===== config.mk =====
export PLATFORM = sky130hd
export DESIGN_NAME = idxwdt_top
export DESIGN_NICKNAME = d
export VERILOG_FILES = /design/src/rtl/idxwdt_pkg.sv /design/src/rtl/idxwdt_gate.sv /design/src/rtl/idxwdt_regs.sv /design/src/rtl/idxwdt_prescale.sv /design/src/rtl/idxwdt_countdown.sv /design/src/rtl/idxwdt_top.sv
export SDC_FILE = /design/constraint.sdc
export NUM_CORES = 1
export LEC_CHECK = 0
export ABC_AREA = 1
export BUFFER_PORTS_ARGS = -buffer_cell sky130_fd_sc_hd__buf_4
export CAP_MARGIN = 30
export CORE_MARGIN = 2
export CORE_UTILIZATION = 53
export CTS_BUF_LIST = sky130_fd_sc_hd__clkbuf_8 sky130_fd_sc_hd__clkbuf_16
export CTS_CLUSTER_SIZE = 16
export DETAILED_ROUTE_END_ITERATION = 10
export PLACE_DENSITY = 0.74
export SLEW_MARGIN = 0
export SYNTH_ARGS = -nofsm -noshare
export SYNTH_HDL_FRONTEND = slang
export SYNTH_SLANG_ARGS = --single-unit
export TNS_END_PERCENT = 100

===== constraint.sdc =====
create_clock -name clk -period 1.37 [get_ports clk]
set_input_delay 0.137 -clock clk [delete_from_list [all_inputs] [get_ports clk]]
set_output_delay 0.137 -clock clk [all_outputs]
set_load 0.01 [all_outputs]

===== src/rtl/idxwdt_pkg.sv =====
package idxwdt_pkg;
  localparam int BYTE_W = 8;

  localparam logic [BYTE_W-1:0] KEY_OPEN  = 8'h87;
  localparam logic [BYTE_W-1:0] KEY_CLOSE = 8'hAA;
  localparam logic [BYTE_W-1:0] IX_PAGE   = 8'h07;
  localparam logic [BYTE_W-1:0] PG_WDT    = 8'h08;
  localparam logic [BYTE_W-1:0] IX_ENA    = 8'h30;
  localparam logic [BYTE_W-1:0] IX_UNIT   = 8'hF5;
  localparam logic [BYTE_W-1:0] IX_COUNT  = 8'hF6;
  localparam logic [BYTE_W-1:0] IX_SRC    = 8'hF7;
  localparam logic [BYTE_W-1:0] CLOSED_RD = 8'hFF;

  localparam int ENA_BIT   = 0;
  localparam int UNIT_BIT  = 3;
  localparam int KBD_BIT   = 6;
  localparam int MOUSE_BIT = 7;

  typedef enum logic [1:0] {
    GATE_SHUT = 2'd0,
    GATE_HALF = 2'd1,
    GATE_OPEN = 2'd2
  } gate_state_e;

  typedef struct packed {
    logic ena;
    logic minutes;
    logic kbd_rl;
    logic mouse_rl;
  } wdt_cfg_t;
endpackage


===== src/rtl/idxwdt_gate.sv =====
module idxwdt_gate
  import idxwdt_pkg::*;
(
  input  logic              clk,
  input  logic              rst_n,
  input  logic              idx_wr,
  input  logic [BYTE_W-1:0] wdata,
  output logic              open,
  output logic              idx_take
);
  gate_state_e st_q;

  always_ff @(posedge clk) begin
    if (!rst_n) begin
      st_q <= GATE_SHUT;
    end else if (idx_wr) begin
      case (st_q)
        GATE_SHUT: st_q <= (wdata == KEY_OPEN) ? GATE_HALF : GATE_SHUT;
        GATE_HALF: st_q <= (wdata == KEY_OPEN) ? GATE_OPEN : GATE_SHUT;
        GATE_OPEN: if (wdata == KEY_CLOSE) st_q <= GATE_SHUT;
        default:   st_q <= GATE_SHUT;
      endcase
    end
  end

  assign open     = (st_q == GATE_OPEN);
  assign idx_take = idx_wr && open && (wdata != KEY_CLOSE);
endmodule


===== src/rtl/idxwdt_regs.sv =====
module idxwdt_regs
  import idxwdt_pkg::*;
(
  input  logic              clk,
  input  logic              rst_n,
  input  logic              open,
  input  logic              idx_take,
  input  logic              dat_wr,
  input  logic              dat_rd,
  input  logic [BYTE_W-1:0] wdata,
  input  logic [BYTE_W-1:0] live_count,
  output wdt_cfg_t          cfg,
  output logic              cnt_wr,
  output logic [BYTE_W-1:0] rdata,
  output logic              rvalid
);
  logic [BYTE_W-1:0] index_q;
  logic [BYTE_W-1:0] page_q;
  logic              wdt_page;
  logic              bank_wr;
  logic [BYTE_W-1:0] rd_mux;
  logic [BYTE_W-1:0] rdata_q;
  logic              rvalid_q;
  wdt_cfg_t          cfg_q;

  assign wdt_page = (page_q == PG_WDT);
  assign bank_wr  = dat_wr && open && wdt_page;
  assign cnt_wr   = bank_wr && (index_q == IX_COUNT);

  always_ff @(posedge clk) begin
    if (!rst_n) begin
      index_q <= '0;
      page_q  <= '0;
    end else begin
      if (idx_take) index_q <= wdata;
      if (dat_wr && open && index_q == IX_PAGE) page_q <= wdata;
    end
  end

  always_ff @(posedge clk) begin
    if (!rst_n) begin
      cfg_q <= '0;
    end else if (bank_wr) begin
      case (index_q)
        IX_ENA:  cfg_q.ena <= wdata[ENA_BIT];
        IX_UNIT: cfg_q.minutes <= wdata[UNIT_BIT];
        IX_SRC: begin
          cfg_q.kbd_rl   <= wdata[KBD_BIT];
          cfg_q.mouse_rl <= wdata[MOUSE_BIT];
        end
        default: ;
      endcase
    end
  end

  always_comb begin
    rd_mux = '0;
    if (!open) begin
      rd_mux = CLOSED_RD;
    end else if (index_q == IX_PAGE) begin
      rd_mux = page_q;
    end else if (wdt_page) begin
      case (index_q)
        IX_ENA:   rd_mux[ENA_BIT] = cfg_q.ena;
        IX_UNIT:  rd_mux[UNIT_BIT] = cfg_q.minutes;
        IX_COUNT: rd_mux = live_count;
        IX_SRC: begin
          rd_mux[KBD_BIT]   = cfg_q.kbd_rl;
          rd_mux[MOUSE_BIT] = cfg_q.mouse_rl;
        end
        default: rd_mux = '0;
      endcase
    end
  end

  always_ff @(posedge clk) begin
    if (!rst_n) begin
      rdata_q  <= '0;
      rvalid_q <= 1'b0;
    end else begin
      rvalid_q <= dat_rd;
      if (dat_rd) rdata_q <= rd_mux;
    end
  end

  assign cfg    = cfg_q;
  assign rdata  = rdata_q;
  assign rvalid = rvalid_q;
endmodule


===== src/rtl/idxwdt_prescale.sv =====
module idxwdt_prescale #(
  parameter int unsigned DIV = 60
) (
  input  logic clk,
  input  logic rst_n,
  input  logic clr,
  input  logic run,
  input  logic tick_in,
  output logic tick_out
);
  localparam int PW = (DIV > 1) ? $clog2(DIV) : 1;

  generate
    if (DIV > 1) begin : g_div
      logic [PW-1:0] pc_q;
      logic          wrap;

      assign wrap     = (pc_q == PW'(DIV - 1));
      assign tick_out = tick_in && run && wrap;

      always_ff @(posedge clk) begin
        if (!rst_n || clr) begin
          pc_q <= '0;
        end else if (run && tick_in) begin
          pc_q <= wrap ? '0 : pc_q + 1'b1;
        end
      end
    end else begin : g_pass
      assign tick_out = tick_in && run;
    end
  endgenerate
endmodule


===== src/rtl/idxwdt_countdown.sv =====
module idxwdt_countdown
  import idxwdt_pkg::*;
(
  input  logic              clk,
  input  logic              rst_n,
  input  logic              load,
  input  logic [BYTE_W-1:0] load_val,
  input  logic              reload,
  input  logic              ena,
  input  logic              unit_tick,
  output logic [BYTE_W-1:0] count,
  output logic              fire
);
  logic [BYTE_W-1:0] count_q;
  logic [BYTE_W-1:0] keep_q;
  logic              fire_q;

  always_ff @(posedge clk) begin
    if (!rst_n) begin
      count_q <= '0;
      keep_q  <= '0;
      fire_q  <= 1'b0;
    end else begin
      fire_q <= 1'b0;
      if (load) begin
        count_q <= load_val;
        keep_q  <= load_val;
      end else if (reload) begin
        count_q <= keep_q;
      end else if (ena && unit_tick && count_q != '0) begin
        count_q <= count_q - 1'b1;
        if (count_q == BYTE_W'(1)) fire_q <= 1'b1;
      end
    end
  end

  assign count = count_q;
  assign fire  = fire_q;
endmodule


===== src/rtl/idxwdt_top.sv =====
module idxwdt_top
  import idxwdt_pkg::*;
#(
  parameter int unsigned MIN_DIV = 60
) (
  input  logic       clk,
  input  logic       rst_n,
  input  logic       idx_wr,
  input  logic       dat_wr,
  input  logic       dat_rd,
  input  logic [7:0] wdata,
  output logic [7:0] rdata,
  output logic       rvalid,
  input  logic       sec_tick,
  input  logic       kbd_evt,
  input  logic       mouse_evt,
  output logic       wdt_reset
);
  logic              cfg_open;
  logic              idx_take;
  logic              cnt_wr;
  logic              ev_reload;
  logic              any_load;
  logic              min_tick;
  logic              unit_tick;
  logic              wdt_en;
  logic [BYTE_W-1:0] count;
  wdt_cfg_t          cfg;

  idxwdt_gate u_gate (
    .clk      (clk),
    .rst_n    (rst_n),
    .idx_wr   (idx_wr),
    .wdata    (wdata),
    .open     (cfg_open),
    .idx_take (idx_take)
  );

  idxwdt_regs u_regs (
    .clk        (clk),
    .rst_n      (rst_n),
    .open       (cfg_open),
    .idx_take   (idx_take),
    .dat_wr     (dat_wr),
    .dat_rd     (dat_rd),
    .wdata      (wdata),
    .live_count (count),
    .cfg        (cfg),
    .cnt_wr     (cnt_wr),
    .rdata      (rdata),
    .rvalid     (rvalid)
  );

  assign wdt_en    = cfg.ena;
  assign ev_reload = (kbd_evt && cfg.kbd_rl) || (mouse_evt && cfg.mouse_rl);
  assign any_load  = cnt_wr || ev_reload;

  idxwdt_prescale #(.DIV(MIN_DIV)) u_pre (
    .clk      (clk),
    .rst_n    (rst_n),
    .clr      (any_load || !cfg.minutes),
    .run      (wdt_en),
    .tick_in  (sec_tick),
    .tick_out (min_tick)
  );

  assign unit_tick = cfg.minutes ? min_tick : sec_tick;

  idxwdt_countdown u_cnt (
    .clk       (clk),
    .rst_n     (rst_n),
    .load      (cnt_wr),
    .load_val  (wdata),
    .reload    (ev_reload),
    .ena       (wdt_en),
    .unit_tick (unit_tick),
    .count     (count),
    .fire      (wdt_reset)
  );
endmodule


# Word-level counts from Yosys, hierarchy flattened
# Index checks and enable logic that the tools add are counted.
[totals]
word_cells = 75
output_inout_bits = 10
reg_bits = 54
input_bits = 16
[op_classes]
bitwise_logic = 2
n_eq_ne = 14
reduce_logical = 26
n_mux = 18
addsub = 2
[ops]
columns = ["cell", "count"]
rows = [
  ["two-way mux 8 bit", 6],
  ["== test 8 bit, second input constant", 5],
  ["logical AND 1 bit", 12],
  ["== test 8 x 1 -> 1 bit, second input constant", 1],
  ["== test 8 x 3 -> 1 bit, second input constant", 1],
  ["== test 8 x 4 -> 1 bit, second input constant", 1],
  ["== test 8 x 6 -> 1 bit, second input constant", 1],
  ["two-way mux 2 bit", 4],
  ["!= test 8 bit, second input constant", 1],
  ["AND reduction 2 bit", 4],
  ["nonzero test 8 bit", 1],
  ["subtractor 8 x 1 -> 8 bit, second input constant", 1],
  ["adder 6 x 1 -> 6 bit, second input constant", 1],
  ["== test 6 bit, second input constant", 1],
  ["two-way mux 6 bit", 1],
  ["one-hot mux 2 bit (3 select lines)", 1],
  ["logical OR 1 bit", 4],
  ["one-hot mux 1 bit (2 select lines)", 2],
  ["one-hot mux 2 bit (2 select lines)", 1],
  ["OR reduction 4 bit", 1],
  ["two-way mux 1 bit", 3],
  ["nonzero test 3 bit", 1],
  ["== test 2 x 1 -> 1 bit, second input constant", 1],
  ["== test 2 bit, second input constant", 1],
  ["4 further kinds", 6],
]

# Logic depth before layout (Yosys ltp)
# Gate-level depths: netlist of the first run.
[depth]
word_depth = 8
ltp_mapped = 12
depth_no_buf = 12

# Modules after synthesis
# From an unflattened synthesis of the first run, not the netlist that was laid out.
[hier_totals]
hier_cells = 476
area_unflattened_um2 = 3079.2
[by_module_without_submodules]
columns = ["module", "area_per_inst_um2", "seq_area_each_um2", "cells_each", "n_inst"]
rows = [
  ["idxwdt_regs", 1537.7, 580.6, 231, 1],
  ["idxwdt_countdown", 960.9, 340.3, 151, 1],
  ["idxwdt_prescale", 346.6, 120.1, 48, 1],
  ["idxwdt_gate", 196.4, 40.0, 37, 1],
  ["idxwdt_top", 37.5, 0.0, 9, 1],
]

# Least setup slack after synthesis of the first run
# Ideal clock, no wire load.
[synth_path]
path_kind = "reg-to-reg"
startpoint = "register u_pre.g_div.pc_q[0]"
endpoint = "register u_pre.g_div.pc_q[3]"
n_path_buf = 0
synth_period_minus_slack_ps = 1402
t_required_ps = 1254
stages_incl_launch_ff = 7
path_slack_ps = -32
setup_ps = 116
arrival_ps = 1286
cell_sequence = "dfxtp_1 > ha_1 > nand3_1 > or2_2 > or2_2 > nand4_4 > nor2_1"
[synth_between]
elab_chain_len = 2
elab_cells_between_ends = 3
classes_between = "1 x add/sub; 1 x eq/ne; 1 x mux"
[synth_lines]
columns = ["element", "line", "source"]
rows = [
  ["from (decl)", "idxwdt_prescale.sv:15", "logic [PW-1:0] pc_q;"],
  ["from (signal assigned)", "idxwdt_prescale.sv:25", "pc_q <= wrap ? '0 : pc_q + 1'b1;"],
  ["adder 6 x 1 -> 6 bit / == test 6 bit (equally long branches)", "idxwdt_prescale.sv:25, idxwdt_prescale.sv:18", ""],
  ["two-way mux 6 bit *", "idxwdt_prescale.sv:25", ""],
]
# Every way passes the cells marked *; elsewhere a longest branch is shown, timed or not.
# A chain may end at the register's enable or synchronous reset.

# Final worst setup path of the first run
[layout_path]
startpoint = "register u_regs.index_q[5]"
endpoint = "register u_cnt.count_q[4] (netlist: u_cnt.count[4])"
[layout_between]
elab_chain_len = 3
elab_cells_between_ends = 4
classes_between = "1 x eq/ne; 1 x mux; 2 x reduce/logical"
[layout_lines]
columns = ["element", "line", "source"]
rows = [
  ["from (decl)", "idxwdt_regs.sv:17", "logic [BYTE_W-1:0] index_q;"],
  ["from (signal assigned)", "idxwdt_regs.sv:35", "if (idx_take) index_q <= wdata;"],
  ["== test 8 bit *", "idxwdt_regs.sv:28", "assign cnt_wr = bank_wr && (index_q == IX_COUNT);"],
  ["logical AND 1 bit *", "idxwdt_regs.sv:28", ""],
  ["nonzero test 3 bit (no source line) / two-way mux 8 bit (equally long branches)", "--", ""],
  ["to (signal assigned)", "idxwdt_countdown.sv:26", "count_q <= load_val;"],
  ["to (signal assigned)", "idxwdt_countdown.sv:29", "count_q <= keep_q;"],
  ["to (signal assigned)", "idxwdt_countdown.sv:31", "count_q <= count_q - 1'b1;"],
  ["to (decl)", "idxwdt_countdown.sv:14", "logic [BYTE_W-1:0] count_q;"],
]
# Marked as above.

==> results of run 1 <==
-- registers in the layout, indices dropped and copies added, names as in the netlist --
name / count
u_cnt.count: 8
u_cnt.keep_q: 8
u_regs.rvalid: 1
u_gate.st_q: 2
u_pre.g_div.pc_q: 6
u_regs.cfg: 4
u_regs.page_q: 8
u_regs.index_q: 8
u_regs.rdata: 8
u_cnt.fire: 1
-- placed cells by master (no fill, tap or decap), types with 2 or more instances in the layout --
cell type | Yosys | routed
ha_2 | 0 | 2
nor2_1 | 62 | 51
nand4_1 | 7 | 7
nand2_4 | 0 | 8
xor2_1 | 3 | 3
dfxtp_2 | 0 | 12
nand3_4 | 1 | 2
nor2_4 | 5 | 10
buf_6 | 3 | 8
a21oi_2 | 0 | 11
inv_2 | 7 | 10
buf_4 | 1 | 82
a41oi_2 | 0 | 2
inv_1 | 31 | 26
nand3_1 | 29 | 16
o21ai_2 | 1 | 3
a41oi_1 | 4 | 2
or2_2 | 6 | 5
clkbuf_8 | 0 | 5
o21ai_1 | 0 | 6
nor3_1 | 7 | 5
nand2_1 | 96 | 79
dfxtp_1 | 54 | 42
inv_4 | 0 | 3
o21ai_0 | 35 | 27
a21oi_1 | 29 | 18
o22ai_2 | 0 | 3
nand2_2 | 4 | 13
nor2_2 | 2 | 8
nand3_2 | 2 | 14
-- layer usage --
metal  GRT usage (%)  vias up
li1                -     1502
met1            35.1     1475
met2            49.0      113
met3            5.69       26
met4            9.45        0
met5               0        -
-- cell type report --
class,count,area (um^2)
timing repair buffer,92,751
tap,70,87.6
sequential,54,1100
clock inverter,2,38.8
multi-input combinational,303,1790
clock buffer,5,68.8
fill,352,1090
inverter,39,154
-- worst max-delay path: stages (launching register included) --
cell and delay, ns:
dfxtp_2 0.35, nand2_2 0.08, inv_2 0.07, nand2_2 0.06, nor2_4 0.15, nand3_4 0.21, buf_12 0.21, nand3_1 0.09
nand2_1 0.07, nor2_1 0.10, nor2_1 0.06
-- worst paths after layout --
kind	start	slack (ns)	endpoint
worst min-delay path	idx_wr	0.11	u_gate.st_q[0]
worst max-delay path	u_regs.index_q[5]	-0.18	u_cnt.count[4]
worst max register to register	u_regs.index_q[5]	-0.18	u_cnt.count[4]
worst min register to register	u_cnt.keep_q[5]	0.47	u_cnt.keep_q[5]
-- cell families after synthesis --
family          share of synthesized area [%]
xor+xnor                                 1.26
compound gates                           14.1
flops                                    39.0
buf+inv                                  7.67
simple gates                             36.6
fa+ha+maj                                1.35
-- where the power goes --
part / internal (mW) / leakage (nW) / switching (mW)
registers: 1.61 / 0.444 / 0.0235
logic: 0.137 / 1.17 / 0.177
clock network: 0.539 / 0.0542 / 0.554
-- what timing repair did --
item,CTS,global route
endpoints found under the setup margin,31,49
pin swaps,13,24
gates cloned,0,2
resized for setup,30,80
setup buffers,5,4
hold buffers,0,0
-- metrics by stage --
step	util, %	total power, mW
2_1_floorplan	-	1.77
3_3_place_gp	67.6	1.92
3_5_place_dp	67.6	1.93
4_1_cts	72.1	3.00
5_1_grt	78.6	3.13
6_report	78.6	3.04
==> reports/metrics.yaml, run 1 <==
finalHoldWorstSlack_ns: 0.110
post-place-ws_ns: -0.142
r2r_cells: 10
critPathKind: "flop to flop"
ios: 26
met3WireLength_um: 520
cts_max_level: 2
drt_wl_total_mm: 8.71
rsz0062_at_grt: "yes"
violations: "setup timing"
synth.top_cell.area_share_pct: 39.0
finalNonFillerCells: 565
critical_path_arrival_ns: 1.77
hold_viol_final: 0
drc: 0
crit_path_max_fanout: 8
track_usage_pct: 28.3
wl_met2_mm: 4.52
yosys-top-cells-area: "dfxtp_1 (39%), nand2_1 (13%), nor2_1 (8.4%), o21ai_0 (6.3%), a21oi_1 (5.2%)"
setup_ws_ns: -0.183
grt_overflow: 0
p_leak_nw: 1.66
endpoint_kind: "flop"
grt_pass1_vias: 2907
synth_fp_nets: 425
yosys_most_used_dff: "dfxtp_1"
gp_congestion: 0.939
final_antenna_net_count: 0
final_nets: 514
drv_cap: 0
die_h_um: 76.3
grt_max_degree: 19
synth_top_area_cell: "dfxtp_1"
port_buffers: 25
cts_sinks: 54
wl_per_cell_um: 15.4
ys_types: 30
status: "finished, violations left"
timing.final.crit_share_pct: 113
synth_edf_count: 0
dp_cells: 547
initial_core_util_pct: 54.6
core_mm2: 0.00507
design_area_mm2: 0.00399
antenna_found_initial: 0
wl_met1_mm: 3.47
insertion_delay_ns: 0.32
placed_area_mm2: 0.00343
hp-class: "input port to flop"
startpoint_type: "flop"
cts_tree: "yes"
finalMaxSlewViolations: 0
async_flop_share_pct: 0
fin_crit_ns: 1.55
yosys-top-cells-count: "nand2_1 (96), nor2_1 (62), dfxtp_1 (54)"
drive_above_1_share_pct: 42.2
die_area_mm2: 0.00582
synth.most_common_cell: "nand2_1"
detailed_place_hpwl_mm: 5.65
ys_seq_area_share_pct: 39.0
netlist_instances: 406
fmax_ghz: 0.644
slew_headroom_pct: 55.8
ys_ff_latch: 54
setup_viol: 28
fp-row-count: 26
tightest_slew_ns: 0.662
firstDrtPassIters: 5
antenna_cells: 0
clock_path_buffers: 2
maxUsedRoutingLayer: "met4"
grt_pass1_wl_mm: 13.3
p_per_area_mw_per_mm2: 761
via_count: 3116
synthesis.area_mm2: 0.00277
hold_depth: 3
yosys_warnings: 0
drt-initial-drc-count: 225
area_delta_synth_final_pct: 43.9
die_w_um: 76.3
peakVddDrop_v: 0.000663
avgSynthCellArea_um2: 6.83
final.setup.tns_ns: -1.85
cts-root-buf: "clkbuf_8"
cts_buffers: 5
viasPerCell: 5.52
skew_ns: 0.0112
critPathRequiredTime_ns: 1.58
clk_pin_slew_ns: 0.10
(Power assumes the default switching activity.)
==> run 2: changes to the inputs <==
- PLACE_DENSITY: 0.74 -> 0.77
- REMOVE_ABC_BUFFERS: default -> 1
==> run 2 against run 1 <==
The run still ends with setup timing left. Non-clock buffer count shrank 5. Clock skew down 0.0053 ns. Sequential cell count did not move. Design area decreased by 4.6%. Worst hold slack got worse by 0.013 ns. Largest power group unchanged.
==> reports/metrics.yaml, run 2 (synthesis results as in run 1) <==
hold_start: "idx_wr"
fp-row-count: 26
rsz0062_at_grt: "yes"
post-place-ws_ns: -0.0926
clock_path_buffers: 2
status: "finished, violations left"
grt_pass1_wl_mm: 11.8
die_w_um: 76.3
critical_path_arrival_ns: 1.62
fillers: 412
slowest_stage: "dfxtp_1"
wl_per_cell_um: 14.5
cp_top_family: "simple AND/OR/NAND/NOR gates"
endpoint_kind: "flop"
grt_max_degree: 24
skew_ns: 0.00593
clk_pin_slew_ns: 0.10
hold_viol_final: 0
hp-class: "input port to flop"
antenna_found_initial: 0
timing.final.crit_share_pct: 103
firstDrtPassIters: 5
core_mm2: 0.00507
violations: "setup timing"
cts_buffers: 5
cts_max_level: 2
tightest_slew_ns: 0.572
port_buffers: 25
detailed_place_hpwl_mm: 5.46
drt_wl_total_mm: 8.13
dp_cells: 543
final_antenna_net_count: 0
gp_congestion: 0.829
track_usage_pct: 25.0
cts_sinks: 54
cts_tree: "yes"
grt_overflow: 0
die_h_um: 76.3
finalNonFillerCells: 561
finalMaxSlewViolations: 0
p_per_area_mw_per_mm2: 784
ios: 26
maxUsedRoutingLayer: "met4"
final_nets: 509
fin_crit_ns: 1.41
final_common_cell: "nand2_1"
setup_viol: 13
wl_met2_mm: 3.99
met3WireLength_um: 571
insertion_delay_ns: 0.31
grt_pass1_vias: 2696
viasPerCell: 5.47
reg2reg_from: "u_regs.page_q[6]"
utilization_pct: 74.9
p_leak_nw: 1.60
drive_above_1_share_pct: 36.5
critPathKind: "flop to flop"
setup_ws_ns: -0.0419
wl_met1_mm: 3.35
drc: 0
critPathBufInv: 2
startpoint_type: "flop"
via_count: 3066
die_area_mm2: 0.00582
crit_path_max_fanout: 7
final_cell_mix: "nand2_1 (88), buf_4 (79), nor2_1 (52), dfxtp_1 (41)"
cts-root-buf: "clkbuf_8"
worstPathCellList: "nor2_2, nand2_2, nor2_4, nand3_4, buf_6, nand2_4, inv_4, nand4_4, nor2_1"
crit_path_max_incr_delay_ns: 0.34
fmax_ghz: 0.708
slew_headroom_pct: 61.8
antenna_cells: 0
drv_cap: 0
cts_hold_buf: 0
area_delta_synth_final_pct: 37.2
peakVddDrop_v: 0.000508
cp-startpoint: "u_regs.page_q[6]"
initial_core_util_pct: 54.6
drt-initial-drc-count: 202
critPathRequiredTime_ns: 1.58
-- run 2: cell count changes in the layout (fill, tap and decap cells not counted), moves of 3 or more --
cell / previous run / this run
a21oi_1: 18 / 26
a21oi_2: 11 / 3
buf_4: 82 / 79
clkinv_2: 0 / 3
nand2_1: 79 / 88
nand2_2: 13 / 9
nand2_4: 8 / 2
nand3_1: 16 / 26
nand3_2: 14 / 3
-- run 2: routing by layer --
layer  track usage, %  vias up
li1                 -     1504
met2             42.6      133
met4             9.09        0
met5                0        -
met3             3.32       24
met1             32.5     1405
-- run 2: tightest hold or removal path, stage by stage --
cell     delay, ns
buf_4         0.10
a21oi_1       0.06
nor2_1        0.08
-- run 2: cell type report --
type / instances / area (um^2) / area share (%)
clock buffer: 5 / 68.8 / 1.81
sequential: 54 / 1100 / 28.9
tap: 70 / 87.6 / 2.30
clock inverter: 3 / 40.0 / 1.05
inverter: 39 / 158 / 4.15
multi-input combinational: 303 / 1670 / 44.0
timing repair buffer: 87 / 677 / 17.8
-- run 2: path summary, 6_finish.rpt --
path	endpoint	slack, ns	cells past startpoint
hold reg to reg	u_cnt.keep_q[4]	0.46	2
setup / recovery	u_pre.g_div.pc_q[4]	-0.04	9
setup reg to reg	u_pre.g_div.pc_q[4]	-0.04	9
hold / removal	u_gate.st_q[0]	0.1	3
-- run 2: timing repair --
action,in CTS,in global routing
gates cloned,0,1
resized for setup,26,62
setup endpoints to repair,17,39
setup buffers,2,7
pin swaps,3,16
-- run 2: power breakdown --
part           total (mW)  internal [mW]  switching (mW)
Clock                1.08          0.539           0.537
Combinational       0.278          0.121           0.157
Sequential           1.63           1.60          0.0224
Total                2.98           2.26           0.716
-- run 2: metrics by stage --
stage | total power, mW | instance area (um^2) | hold WS (ns) | TNS [ns]
after detailed placement | 1.92 | 3370 | 0.420 | -0.670
after global placement | 1.91 | 3370 | 0.412 | -0.230
after CTS | 2.97 | 3550 | 0.0946 | -0.0985
final | 2.98 | 3800 | 0.0960 | -0.340
after global routing | 3.09 | 3800 | 0.106 | -1.94
after floorplan | 1.76 | 2710 | 0.230 | -0.281
